==> config.mk <==
export PLATFORM = sky130hd
export DESIGN_NAME = recall_seq_ctrl
export DESIGN_NICKNAME = d
export VERILOG_FILES = /design/src/rtl/rsc_pkg.sv /design/src/rtl/rsc_matcher.sv /design/src/rtl/rsc_sequencer.sv /design/src/rtl/recall_seq_ctrl.sv
export SDC_FILE = /design/constraint.sdc
export NUM_CORES = 1
export LEC_CHECK = 0
export BUFFER_PORTS_ARGS = -buffer_cell sky130_fd_sc_hd__buf_4
export CAP_MARGIN = 10
export CELL_PAD_IN_SITES_DETAIL_PLACEMENT = 1
export CELL_PAD_IN_SITES_GLOBAL_PLACEMENT = 2
export CORE_AREA = 2 2 65 55
export CTS_CLUSTER_DIAMETER = 50
export DETAILED_ROUTE_END_ITERATION = 10
export DIE_AREA = 0 0 67 57
export MAX_ROUTING_LAYER = met4
export PLACE_DENSITY_LB_ADDON = 0.1
export SLEW_MARGIN = 15
export SYNTH_ARGS = -nofsm -noshare
export SYNTH_HDL_FRONTEND = slang
export SYNTH_SLANG_ARGS = --single-unit
==> constraint.sdc <==
create_clock -name clk -period 2.31 [get_ports clk]
set_input_delay 0.462 -clock clk [delete_from_list [all_inputs] [get_ports clk]]
set_output_delay 0.462 -clock clk [all_outputs]
set_load 0.02 [all_outputs]
==> src/rtl/rsc_pkg.sv <==
package rsc_pkg;

    typedef enum logic [1:0] {
        ST_IDLE,
        ST_CLEAR,
        ST_SETTLE,
        ST_COPY
    } rsc_state_e;

    localparam int unsigned SEQ_LEN = 6;

    // Unlock address expected at a given matcher step.
    function automatic logic [14:0] seq_code(input logic [2:0] step);
        case (step)
            3'd0:    return 15'h0E38;
            3'd1:    return 15'h31C7;
            3'd2:    return 15'h03E0;
            3'd3:    return 15'h3C1F;
            3'd4:    return 15'h303F;
            3'd5:    return 15'h0C63;
            default: return 15'h0000;
        endcase
    endfunction

endpackage

==> src/rtl/rsc_matcher.sv <==
module rsc_matcher #(
    parameter int ADDR_W = 15
) (
    input  logic              clk,
    input  logic              rst_n,
    input  logic              en,
    input  logic              ce,
    input  logic              rd,
    input  logic              wr,
    input  logic [ADDR_W-1:0] addr,
    output logic              fire
);
    import rsc_pkg::*;

    localparam logic [2:0] LAST_STEP = 3'(SEQ_LEN - 1);

    logic [2:0] step_q;
    logic [2:0] step_d;
    logic       hit_next;
    logic       hit_first;

    always_comb begin
        hit_next  = (addr == ADDR_W'(seq_code(step_q)));
        hit_first = (addr == ADDR_W'(seq_code(3'd0)));
    end

    // next-step decision
    always_comb begin
        step_d = step_q;
        fire   = 1'b0;
        if (!en) begin
            step_d = 3'd0;
        end else if (ce && wr) begin
            step_d = 3'd0;
        end else if (ce && rd) begin
            if (hit_next) begin
                if (step_q == LAST_STEP) begin
                    fire   = 1'b1;
                    step_d = 3'd0;
                end else begin
                    step_d = step_q + 3'd1;
                end
            end else if (hit_first) begin
                step_d = 3'd1;
            end else begin
                step_d = 3'd0;
            end
        end
    end

    always_ff @(posedge clk or negedge rst_n) begin
        if (!rst_n) step_q <= 3'd0;
        else        step_q <= step_d;
    end

endmodule

==> src/rtl/rsc_sequencer.sv <==
module rsc_sequencer #(
    parameter int DEPTH  = 16,
    parameter int SETTLE = 8,
    localparam int IDX_W = (DEPTH > 1) ? $clog2(DEPTH) : 1
) (
    input  logic                  clk,
    input  logic                  rst_n,
    input  logic                  start,
    output rsc_pkg::rsc_state_e   state,
    output logic [IDX_W-1:0]      idx
);
    import rsc_pkg::*;

    localparam int CNT_MAX = (DEPTH > SETTLE) ? DEPTH : SETTLE;
    localparam int CNT_W   = (CNT_MAX > 1) ? $clog2(CNT_MAX) : 1;
    localparam logic [CNT_W-1:0] WORD_LAST   = CNT_W'(DEPTH - 1);
    localparam logic [CNT_W-1:0] SETTLE_LAST = (SETTLE > 0) ? CNT_W'(SETTLE - 1) : '0;

    rsc_state_e       state_q, state_d;
    logic [CNT_W-1:0] cnt_q, cnt_d;
    rsc_state_e       after_clear;

    // Parameter picks whether the wait state is visited at all.
    generate
        if (SETTLE > 0) begin : g_with_settle
            assign after_clear = ST_SETTLE;
        end else begin : g_no_settle
            assign after_clear = ST_COPY;
        end
    endgenerate

    always_comb begin
        state_d = state_q;
        cnt_d   = cnt_q;
        unique case (state_q)
            ST_IDLE: begin
                cnt_d = '0;
                if (start) state_d = ST_CLEAR;
            end
            ST_CLEAR: begin
                if (cnt_q == WORD_LAST) begin
                    state_d = after_clear;
                    cnt_d   = '0;
                end else begin
                    cnt_d = cnt_q + 1'b1;
                end
            end
            ST_SETTLE: begin
                if (cnt_q == SETTLE_LAST) begin
                    state_d = ST_COPY;
                    cnt_d   = '0;
                end else begin
                    cnt_d = cnt_q + 1'b1;
                end
            end
            ST_COPY: begin
                if (cnt_q == WORD_LAST) begin
                    state_d = ST_IDLE;
                    cnt_d   = '0;
                end else begin
                    cnt_d = cnt_q + 1'b1;
                end
            end
            default: begin
                state_d = ST_IDLE;
                cnt_d   = '0;
            end
        endcase
    end

    always_ff @(posedge clk or negedge rst_n) begin
        if (!rst_n) begin
            state_q <= ST_IDLE;
            cnt_q   <= '0;
        end else begin
            state_q <= state_d;
            cnt_q   <= cnt_d;
        end
    end

    assign state = state_q;
    assign idx   = cnt_q[IDX_W-1:0];

endmodule

==> src/rtl/recall_seq_ctrl.sv <==
module recall_seq_ctrl #(
    parameter int ADDR_W     = 15,
    parameter int DEPTH      = 16,
    parameter int RECALL_CYC = 40,
    localparam int IDX_W     = (DEPTH > 1) ? $clog2(DEPTH) : 1
) (
    input  logic              clk,
    input  logic              rst_n,
    input  logic              ce,
    input  logic              rd,
    input  logic              wr,
    input  logic [ADDR_W-1:0] addr,
    input  logic              lowv,
    output logic              busy,
    output logic              ready,
    output logic              clr_stb,
    output logic              cpy_stb,
    output logic [IDX_W-1:0]  arr_idx
);
    import rsc_pkg::*;

    localparam int SETTLE = (RECALL_CYC > 2 * DEPTH) ? RECALL_CYC - 2 * DEPTH : 0;

    rsc_state_e       state;
    logic [IDX_W-1:0] idx;
    logic             fire;
    logic             match_en;

    assign match_en = (state == ST_IDLE) && !lowv;

    rsc_matcher #(
        .ADDR_W (ADDR_W)
    ) u_match (
        .clk   (clk),
        .rst_n (rst_n),
        .en    (match_en),
        .ce    (ce),
        .rd    (rd),
        .wr    (wr),
        .addr  (addr),
        .fire  (fire)
    );

    rsc_sequencer #(
        .DEPTH  (DEPTH),
        .SETTLE (SETTLE)
    ) u_seq (
        .clk   (clk),
        .rst_n (rst_n),
        .start (fire),
        .state (state),
        .idx   (idx)
    );

    // outputs decoded from the registered state
    always_comb begin
        busy    = 1'b1;
        ready   = 1'b0;
        clr_stb = 1'b0;
        cpy_stb = 1'b0;
        arr_idx = idx;
        unique case (state)
            ST_IDLE: begin
                busy  = 1'b0;
                ready = 1'b1;
            end
            ST_CLEAR:  clr_stb = 1'b1;
            ST_SETTLE: ;
            ST_COPY:   cpy_stb = 1'b1;
            default:   ;
        endcase
    end

endmodule

==> flow_summary.json, run 1 <==
{
  "cp_slowest_stage_delay_ns": 0.38,
  "ir_drop_uv": 175.8,
  "fin_crit_ns": 2.001,
  "drv_cap": 0,
  "arrival_ns": 2.14,
  "n_fill_cell": 401,
  "dr.pass1.iters": 3,
  "drt_iter0_markers": 18,
  "dp_hpwl_um": 2059,
  "status": "completed",
  "core-area_um2": 3233,
  "io_pins": 29,
  "crit_slowest_cell": "dfrtp_1",
  "p_leak_nw": 0.5105,
  "hold_buffers": 0,
  "critPathMaxFanout": 5,
  "die-height_um": 57,
  "startpoint": "u_match.step_q[1]",
  "syn_inst": 95,
  "cts_buffers": 3,
  "grt_overflow": 0,
  "dieWidth_um": 67,
  "grt_setup_unrepaired": "false",
  "gp_congestion": 0.7187,
  "synth_top_family_by_area": "simple AND/OR/NAND/NOR gates",
  "antennaDiodeCount": 0,
  "muxShareOfSynthArea": 0.04585,
  "cts_buffer_depth": 2,
  "synth_edf_count": 0,
  "start_util": 0.2701,
  "root_buffer": "clkbuf_8",
  "yosysUniqueCellTypes": 37,
  "path_cells": "and2_1, ha_1, nor3_1, o21ai_0, a221oi_2, nand4_2, o31ai_2",
  "grt_pass1_wl_um": 4243,
  "fin_nets": 155,
  "grt_pass1_vias": 870,
  "synth_compound_area_frac": 0.2092,
  "worstMarginPinSlew_ns": 0.4372,
  "track_usage": 0.1489,
  "crit_cells": 7,
  "grt_max_degree": 14,
  "cp_data_required_time_ns": 2.45,
  "r2r-start": "u_match.step_q[1]",
  "postLayoutCellArea_um2": 1176,
  "synth_flop_cell": "dfrtp_1",
  "min_period_over_period": 0.8661,
  "synth-xor-area-share": 0.06017,
  "layout-drive-gt1-share": 0.3386,
  "ant_nets": 0,
  "clk_pin_slew_worst_paths_ns": 0.05,
  "finalSetupViolCount": 0,
  "wl_um": 2499,
  "clock-sinks": 9,
  "grt_antenna_before_repair": 0,
  "ys_ff_latch": 9,
  "yosysWarnings": 0,
  "timing.slew.headroom": 0.7063,
  "via_per_inst": 5.059,
  "ys_async_sr_fraction": 1.000,
  "cts_tree": "yes",
  "fmax_ghz": 0.4998,
  "vias": 855,
  "rows": 19,
  "area_growth_pct": 34.67,
  "syn_nets": 122,
  "hp-class": "in -> async",
  "r2r_setup_slack_ns": 0.31,
  "drc_errors": 0,
  "critical_path_buf_inv_count": 0,
  "critPathTopFamily": "compound AO/OA/AOI/OAI gates",
  "slew_violations": 0,
  "io_buffers": 28,
  "r2r-end": "u_match.step_q[2]",
  "synthSimpleGateAreaFrac": 0.2765,
  "worst_setup_path_start_kind": "flip-flop",
  "tns_ns": 0,
  "endpoint": "u_match.step_q[2]",
  "r2r_cells": 7,
  "synth-adder-area-share": 0.08596,
  "cts.htree.levels": 1,
  "syn_avg_cell_area_um2": 9.193,
  "die-area_um2": 3819,
  "cts_resized": 0,
  "clkLatencyLatePin_ns": 0.23,
  "wire_per_inst_um": 14.79,
  "fin_skew_ns": 0.001378,
  "hold_violations": 0,
  "seq_area_frac_synth": 0.2579,
  "syn_area_um2": 873.3,
  "powerDensity_nw_per_um2": 340.8,
  "endpoint_kind": "flip-flop",
  "placed_area_um2": 1125,
  "cts_setup_buffers": 0,
  "critPathKind": "reg -> reg"
}
==> metrics by stage <==
step,hold slack (ns),setup slack (ns),cells,util,power (mW)
5_1_grt,0.04798,0.09187,169,0.3638,0.4193
3_5_place_dp,0.2986,0.1816,165,0.3479,0.2177
4_1_cts,0.04544,0.1642,169,0.3618,0.4088
2_1_floorplan,0.1664,0.3370,95,-,0.1763
6_report,0.04864,0.3094,169,0.3638,0.4008
3_3_place_gp,0.2958,0.2397,165,0.3479,0.2154
==> cells in the final DEF (no fill, tap or decap), types with 2 or more instances in the layout <==
cell	n
a211oi_1	2
a311oi_1	2
and2_1	2
and4b_1	3
buf_4	31
clkbuf_8	3
dfrtp_1	9
ha_1	6
inv_1	6
mux2i_1	4
nand2_1	6
nand3_1	5
nor2_1	2
nor3_1	9
nor3b_1	2
nor4_2	2
nor4b_1	2
o21a_1	4
o21ai_0	2
o221ai_1	2
xnor2_1	4
xor2_1	2
==> worst reg2reg max path: cells and delay by family, from the launching register on <==
family	cells	cell delay, ns
AO/OA/AOI/OAI	3	0.74
adder cells (fa/ha/maj)	1	0.23
flip-flops	1	0.38
AND/OR/NAND/NOR	3	0.56
==> kinds of logic after synthesis <==
group,count (synthesis)
AOI/OAI and AO/OA,22
xor gates and xnor gates,6
adders and majority gates,6
buffers and inverters,9
DFF,9
muxes,4
and+or+nand+nor,39
==> how the worst min path moves through the flow <==
stage | cells past startpoint | end | startpoint | slack (ns)
final | 1 | u_seq.state[0] | rst_n | 0.05
after global routing | 1 | u_seq.idx[1] | rst_n | 0.05
after CTS | 1 | u_seq.idx[0] | rst_n | 0.05
after detailed placement | 1 | u_seq.idx[0] | rst_n | 0.30
after global placement | 1 | u_seq.idx[1] | rst_n | 0.30
after floorplan | 0 | u_match.step_q[0] | rst_n | 0.17
==> final cells by class <==
| cell class | instances | area (µm²) | share of cell area |
|---|---|---|---|
| Tap cell | 42 | 52.55 | 0.04468 |
| Timing Repair Buffer | 31 | 232.7 | 0.1979 |
| Clock buffer | 4 | 45.04 | 0.03830 |
| Multi-Input combinational cell | 77 | 598.1 | 0.5085 |
| Inverter | 6 | 22.52 | 0.01915 |
| Sequential cell | 9 | 225.2 | 0.1915 |
==> report_power, final <==
part | internal [mW] | switching [mW] | total (mW)
clock network | 0.121 | 0.0650 | 0.186
registers | 0.158 | 0.0000000760 | 0.158
logic | 0.0313 | 0.0259 | 0.0572
==> synth_stat cells (2+ instances only) <==
cell      count  area (µm²)
nor2_1        2       7.510
a211oi_1      2       15.01
nor3_1        9       45.04
nor3b_1       2       15.01
inv_1         6       22.52
xnor2_1       4       35.03
mux2i_1       4       40.04
nand2_1       6       22.52
nor4b_1       2       17.52
nor4_1        2       12.51
and4b_1       3       30.03
o221ai_1      2       17.52
ha_1          6       75.07
dfrtp_1       9       225.2
buf_6         3       33.78
o21a_1        4       30.03
o21ai_0       2       10.01
and2_1        2       12.51
a311oi_1      2       17.52
xor2_1        2       17.52
nand3_1       5       25.02
==> routing by layer <==
metal	track usage	share of wire
met4	0.02624	0.0044
met5	-	0
met1	0.2214	0.53
met2	0.2037	0.41
met3	0.03945	0.050
==> sequential cells by signal, indices dropped and copies added (netlist names) <==
| register | count |
|---|---|
| u_match.step_q | 3 |
| u_seq.idx | 4 |
| u_seq.state | 2 |
No activity file was read; power rests on OpenSTA's default activity.
==> run 2: changes to the inputs <==
Settings changed: CELL_PAD_IN_SITES_GLOBAL_PLACEMENT 2 to 1, CORE_AREA 2 2 65 55 to 2 2 59 50, DIE_AREA 0 0 67 57 to 0 0 61 52.
==> run 2 against run 1 <==
Clock skew hardly changed. Largest power group is now registers. Core utilization is 7.7 points higher. Combinational power is 2% lower. Power is 15% lower. Largest cell class unchanged. Non-clock buffer count stayed put. Die area is 17% lower. First-iteration DRC count is 39% higher. Critical path type unchanged. Flip-flop and latch count stayed put. Worst hold slack worse by 0.043 ns. Clock-buffer cell count stayed put. Wire length is 5.3% lower.
==> flow_summary.json, run 2 (same netlist as run 1, synthesis figures left out) <==
{
  "placed_area_um2": 1120,
  "status": "completed",
  "cts_setup_buffers": 0,
  "die-area_um2": 3172,
  "crit_top_cell": "inv_1",
  "grt_antenna_before_repair": 0,
  "vias": 872,
  "rows": 17,
  "powerDensity_nw_per_um2": 294.6,
  "power.switching_mw": 0.08389,
  "pwr-share-clk": 0.372,
  "startpoint": "u_seq.state[0]",
  "core-area_um2": 2616,
  "clock-sinks": 9,
  "dp_hpwl_um": 1932,
  "final_cells": 165,
  "final_common_cell": "buf_4",
  "p_leak_nw": 0.5028,
  "largest_register_ffs": 4,
  "clkLatencyLatePin_ns": 0.26,
  "drt_iter0_markers": 25,
  "layout-drive-gt1-share": 0.3386,
  "ir_drop_uv": 196.8,
  "grt_max_degree": 14,
  "place_ws_ns": 0.1964,
  "min_period_over_period": 0.8618,
  "fmax_ghz": 0.5023,
  "critPathKind": "reg -> reg",
  "pwr-share-comb": 0.164,
  "hold_violations": 0,
  "cts_tree": "yes",
  "fin_nets": 155,
  "top_layer": "met3",
  "tns_ns": 0,
  "grt_setup_unrepaired": "false",
  "timing.slew.headroom": 0.7045,
  "cp_slowest_stage_delay_ns": 0.41,
  "via_per_inst": 5.285,
  "antennaDiodeCount": 0,
  "fin_crit_ns": 1.991,
  "clk_pin_slew_worst_paths_ns": 0.06,
  "ant_nets": 0,
  "p_sw_frac": 0.2471,
  "dieWidth_um": 61,
  "postLayoutCellArea_um2": 1152,
  "drt-met1-wl_um": 1165,
  "hp-class": "in -> async",
  "io_pins": 29,
  "dr.pass1.iters": 4,
  "cp_data_required_time_ns": 2.48,
  "slew_violations": 0,
  "worstMarginPinSlew_ns": 0.4399,
  "endpoint_kind": "flip-flop",
  "fin_skew_ns": 0.001749,
  "critPathMaxFanout": 7,
  "path_cells": "inv_1, ha_1, inv_1, nor4_2, nand4_2, o221ai_1",
  "power.internal_mw": 0.2556,
  "cts_buffer_depth": 2,
  "worst_setup_path_start_kind": "flip-flop",
  "finalSetupViolCount": 0,
  "grt_pass1_vias": 867,
  "start_util": 0.3338,
  "layout_common_cells": "31 x buf_4, 9 x nor3_1, 9 x dfrtp_1",
  "arrival_ns": 2.17,
  "p_seq_frac": 0.464,
  "dr_wl_met2_um": 1057,
  "fin_ws_ns": 0.3192,
  "area_growth_pct": 31.95,
  "drc_errors": 0,
  "die-height_um": 52,
  "total_power_mw": 0.3395,
  "grt_overflow": 0,
  "wl_um": 2367,
  "drv_cap": 0,
  "cts_buffers": 3,
  "dpl.cell_count": 161,
  "route.met3.wl_um": 145,
  "crit_slowest_cell": "dfrtp_1",
  "wire_per_inst_um": 14.35,
  "grt_pass1_wl_um": 4022,
  "track_usage": 0.1741,
  "cts.htree.levels": 1,
  "gp_congestion": 0.7976,
  "r2r-start": "u_seq.state[0]",
  "root_buffer": "clkbuf_4",
  "io_buffers": 28
}
[run 2: area by class of cell]
class                      instances  area (µm²)
multi-input combinational         77       598.1
fill                             319        1464
inverter                           6       22.52
timing repair buffer              31       232.7
clock buffer                       4       26.28
sequential                         9       225.2
tap                               38       47.55
[run 2: worst paths after layout]
path | end | slack, ns | cells after the start
setup / recovery | u_seq.state[0] | 0.32 | 6
hold / removal | u_match.step_q[0] | 0.006 | 1
setup reg to reg | u_seq.state[0] | 0.32 | 6
hold reg to reg | u_seq.idx[0] | 0.51 | 1
max in group asynchronous | u_match.step_q[1] | 2.17 | 1
min in group clk | u_seq.idx[0] | 0.51 | 1
[run 2: per-layer routing]
layer	GRT usage	vias up
li1	-	429
met1	0.2361	419
met2	0.2652	24
met3	0.04975	0
met4	0.02174	0
met5	-	-
[run 2: power by group through the flow]
stage / Sequential, mW / Combinational (mW) / Clock (mW)
after floorplan: 0.161 / 0.0158 / 0
after global placement: 0.161 / 0.0544 / 0
after detailed placement: 0.161 / 0.0558 / 0
after CTS: 0.158 / 0.0560 / 0.128
after global routing: 0.157 / 0.0619 / 0.136
final: 0.158 / 0.0558 / 0.126
[run 2: timing repair]
item	in CTS	in global routing
setup endpoints to repair	0	3
resized for setup	0	1
hold buffers	0	0
endpoints found under the hold margin	0	0
[run 2: critical path: cells and delay by family, from the launching register on]
kind / cells / cell delay, ns
DFF: 1 / 0.41
adders and majority gates: 1 / 0.32
AOI/OAI and AO/OA: 1 / 0.24
buffers and inverters: 2 / 0.29
and+or+nand+nor: 2 / 0.64
[run 2: through the flow]
step	hold slack [ns]	utilization
floorplan	0.1664	-
global placement	0.2947	0.4280
detailed placement	0.2906	0.4280
CTS	0.003789	0.4381
global route	0.004309	0.4405
finish	0.005528	0.4405
==> run 3: changes to the inputs <==
Settings changed: RECOVER_POWER set to 50.
==> run 3 against run 2 <==
Wire length grew 0.21%. Worst hold slack gained 0.12 ns. Sequential share of layout area grew 0.19 points. Non-clock buffer count is the same. Power shrank 0.23%. Clock skew is the same. Clock power is essentially flat. Critical path depth is the same. Flip-flop and latch count is the same. Combinational power shrank 1%. Register-to-register slack is essentially flat. Largest cell class unchanged. Highest routed layer unchanged.
==> flow_summary.json, run 3 (same netlist as run 1, synthesis figures left out) <==
{
  "core-area_um2": 2616,
  "die-area_um2": 3172,
  "finalSetupViolCount": 0,
  "utilization": 0.4362,
  "io_pins": 29,
  "dpl.cell_count": 161,
  "place_ws_ns": 0.1964,
  "power.switching_mw": 0.08388,
  "cts.htree.levels": 1,
  "fmax_ghz": 0.5023,
  "hold_ws_ns": 0.1206,
  "r2r_setup_slack_ns": 0.32,
  "tns_ns": 0,
  "clkLatencyLatePin_ns": 0.26,
  "final_cells": 165,
  "antennaDiodeCount": 0,
  "cts_tree": "yes",
  "track_usage": 0.1741,
  "endpoint_kind": "flip-flop",
  "cts_buffer_depth": 2,
  "ant_nets": 0,
  "drt_iter0_markers": 25,
  "gp_congestion": 0.7976,
  "grt_pass1_vias": 867,
  "fin_crit_ns": 1.991,
  "fin_nets": 155,
  "hold_violations": 0,
  "layout_common_cells": "28 x buf_4, 9 x nor3_1, 9 x dfrtp_1",
  "rows": 17,
  "io_buffers": 28,
  "drc_errors": 0,
  "cts_buffers": 3,
  "timing.slew.headroom": 0.6824,
  "start_util": 0.3338,
  "cp_data_required_time_ns": 2.48,
  "hp-class": "in -> async",
  "die-height_um": 52,
  "powerDensity_nw_per_um2": 296.8,
  "endpoint": "u_seq.state[0]",
  "clock-sinks": 9,
  "grt_max_degree": 14,
  "slew_violations": 0,
  "critPathMaxFanout": 7,
  "pwr-share-comb": 0.162,
  "p_sw_frac": 0.2477,
  "cts_setup_buffers": 0,
  "clk_pin_slew_worst_paths_ns": 0.06,
  "grt_overflow": 0,
  "critPathKind": "reg -> reg",
  "wl_um": 2372,
  "min_period_over_period": 0.8618,
  "status": "completed",
  "p_leak_nw": 0.4906,
  "r2r-start": "u_seq.state[0]",
  "postLayoutCellArea_um2": 1141,
  "r2r-end": "u_seq.state[0]",
  "largest_register_ffs": 4,
  "r2r_cells": 6,
  "area_growth_pct": 30.66,
  "total_power_mw": 0.3387,
  "vias": 872,
  "grt_antenna_before_repair": 0,
  "ir_drop_uv": 196.8,
  "p_seq_frac": 0.465,
  "startpoint": "u_seq.state[0]",
  "power.internal_mw": 0.2548,
  "final_common_cell": "buf_4",
  "wire_per_inst_um": 14.38,
  "dieWidth_um": 61,
  "fin_ws_ns": 0.3192,
  "worst_setup_path_start_kind": "flip-flop",
  "dr.pass1.iters": 4,
  "root_buffer": "clkbuf_4",
  "arrival_ns": 2.17,
  "dp_hpwl_um": 1932,
  "layout-drive-gt1-share": 0.3150,
  "worstMarginPinSlew_ns": 0.4765,
  "placed_area_um2": 1120,
  "grt_pass1_wl_um": 4022,
  "drv_cap": 0,
  "pwr-share-clk": 0.372,
  "grt_setup_unrepaired": "false",
  "via_per_inst": 5.285,
  "fin_skew_ns": 0.001749,
  "hold_buffers": 0
}
[run 3: critical path, stage by stage, from the launching register on]
cell and delay [ns]:
dfrtp_1 0.41, inv_1 0.11, ha_1 0.32, inv_1 0.18, nor4_2 0.40, nand4_2 0.24
o221ai_1 0.24
[run 3: power groups by stage]
stage	clock [mW]	combinational (mW)	sequential [mW]
after floorplan	0	0.0158	0.161
after global placement	0	0.0544	0.161
after detailed placement	0	0.0558	0.161
after CTS	0.128	0.0560	0.158
after global routing	0.136	0.0611	0.157
final	0.126	0.0550	0.158
[run 3: cell type report]
type	count	area, µm²
clock buffers	4	26.28
fillers	320	1475
inverters	6	22.52
multi-input cells	77	598.1
flip-flops and latches	9	225.2
well taps	38	47.55
repair buffers	31	221.5
[run 3: routing by layer]
layer,part of all wire,global-route usage,vias up
li1,-,-,429
met3,0.062,0.04975,0
met4,0,0.02174,0
met1,0.49,0.2361,419
met2,0.45,0.2652,24
met5,0,-,-
[run 3: repair_timing]
action / in CTS / in global routing
endpoints found under the hold margin: 0 / 0
setup endpoints to repair: 0 / 3
resized for setup: 0 / 1
[run 3: how the worst min path moves through the flow]
stage / to / cells past startpoint / slack, ns / startpoint
final: u_match.step_q[0] / 1 / 0.12 / rst_n
after global routing: u_match.step_q[0] / 1 / 0.16 / rst_n
after CTS: u_match.step_q[0] / 1 / 0.004 / rst_n
after detailed placement: u_seq.idx[0] / 1 / 0.29 / rst_n
after global placement: u_seq.idx[3] / 1 / 0.29 / rst_n
after floorplan: u_match.step_q[0] / 0 / 0.17 / rst_n
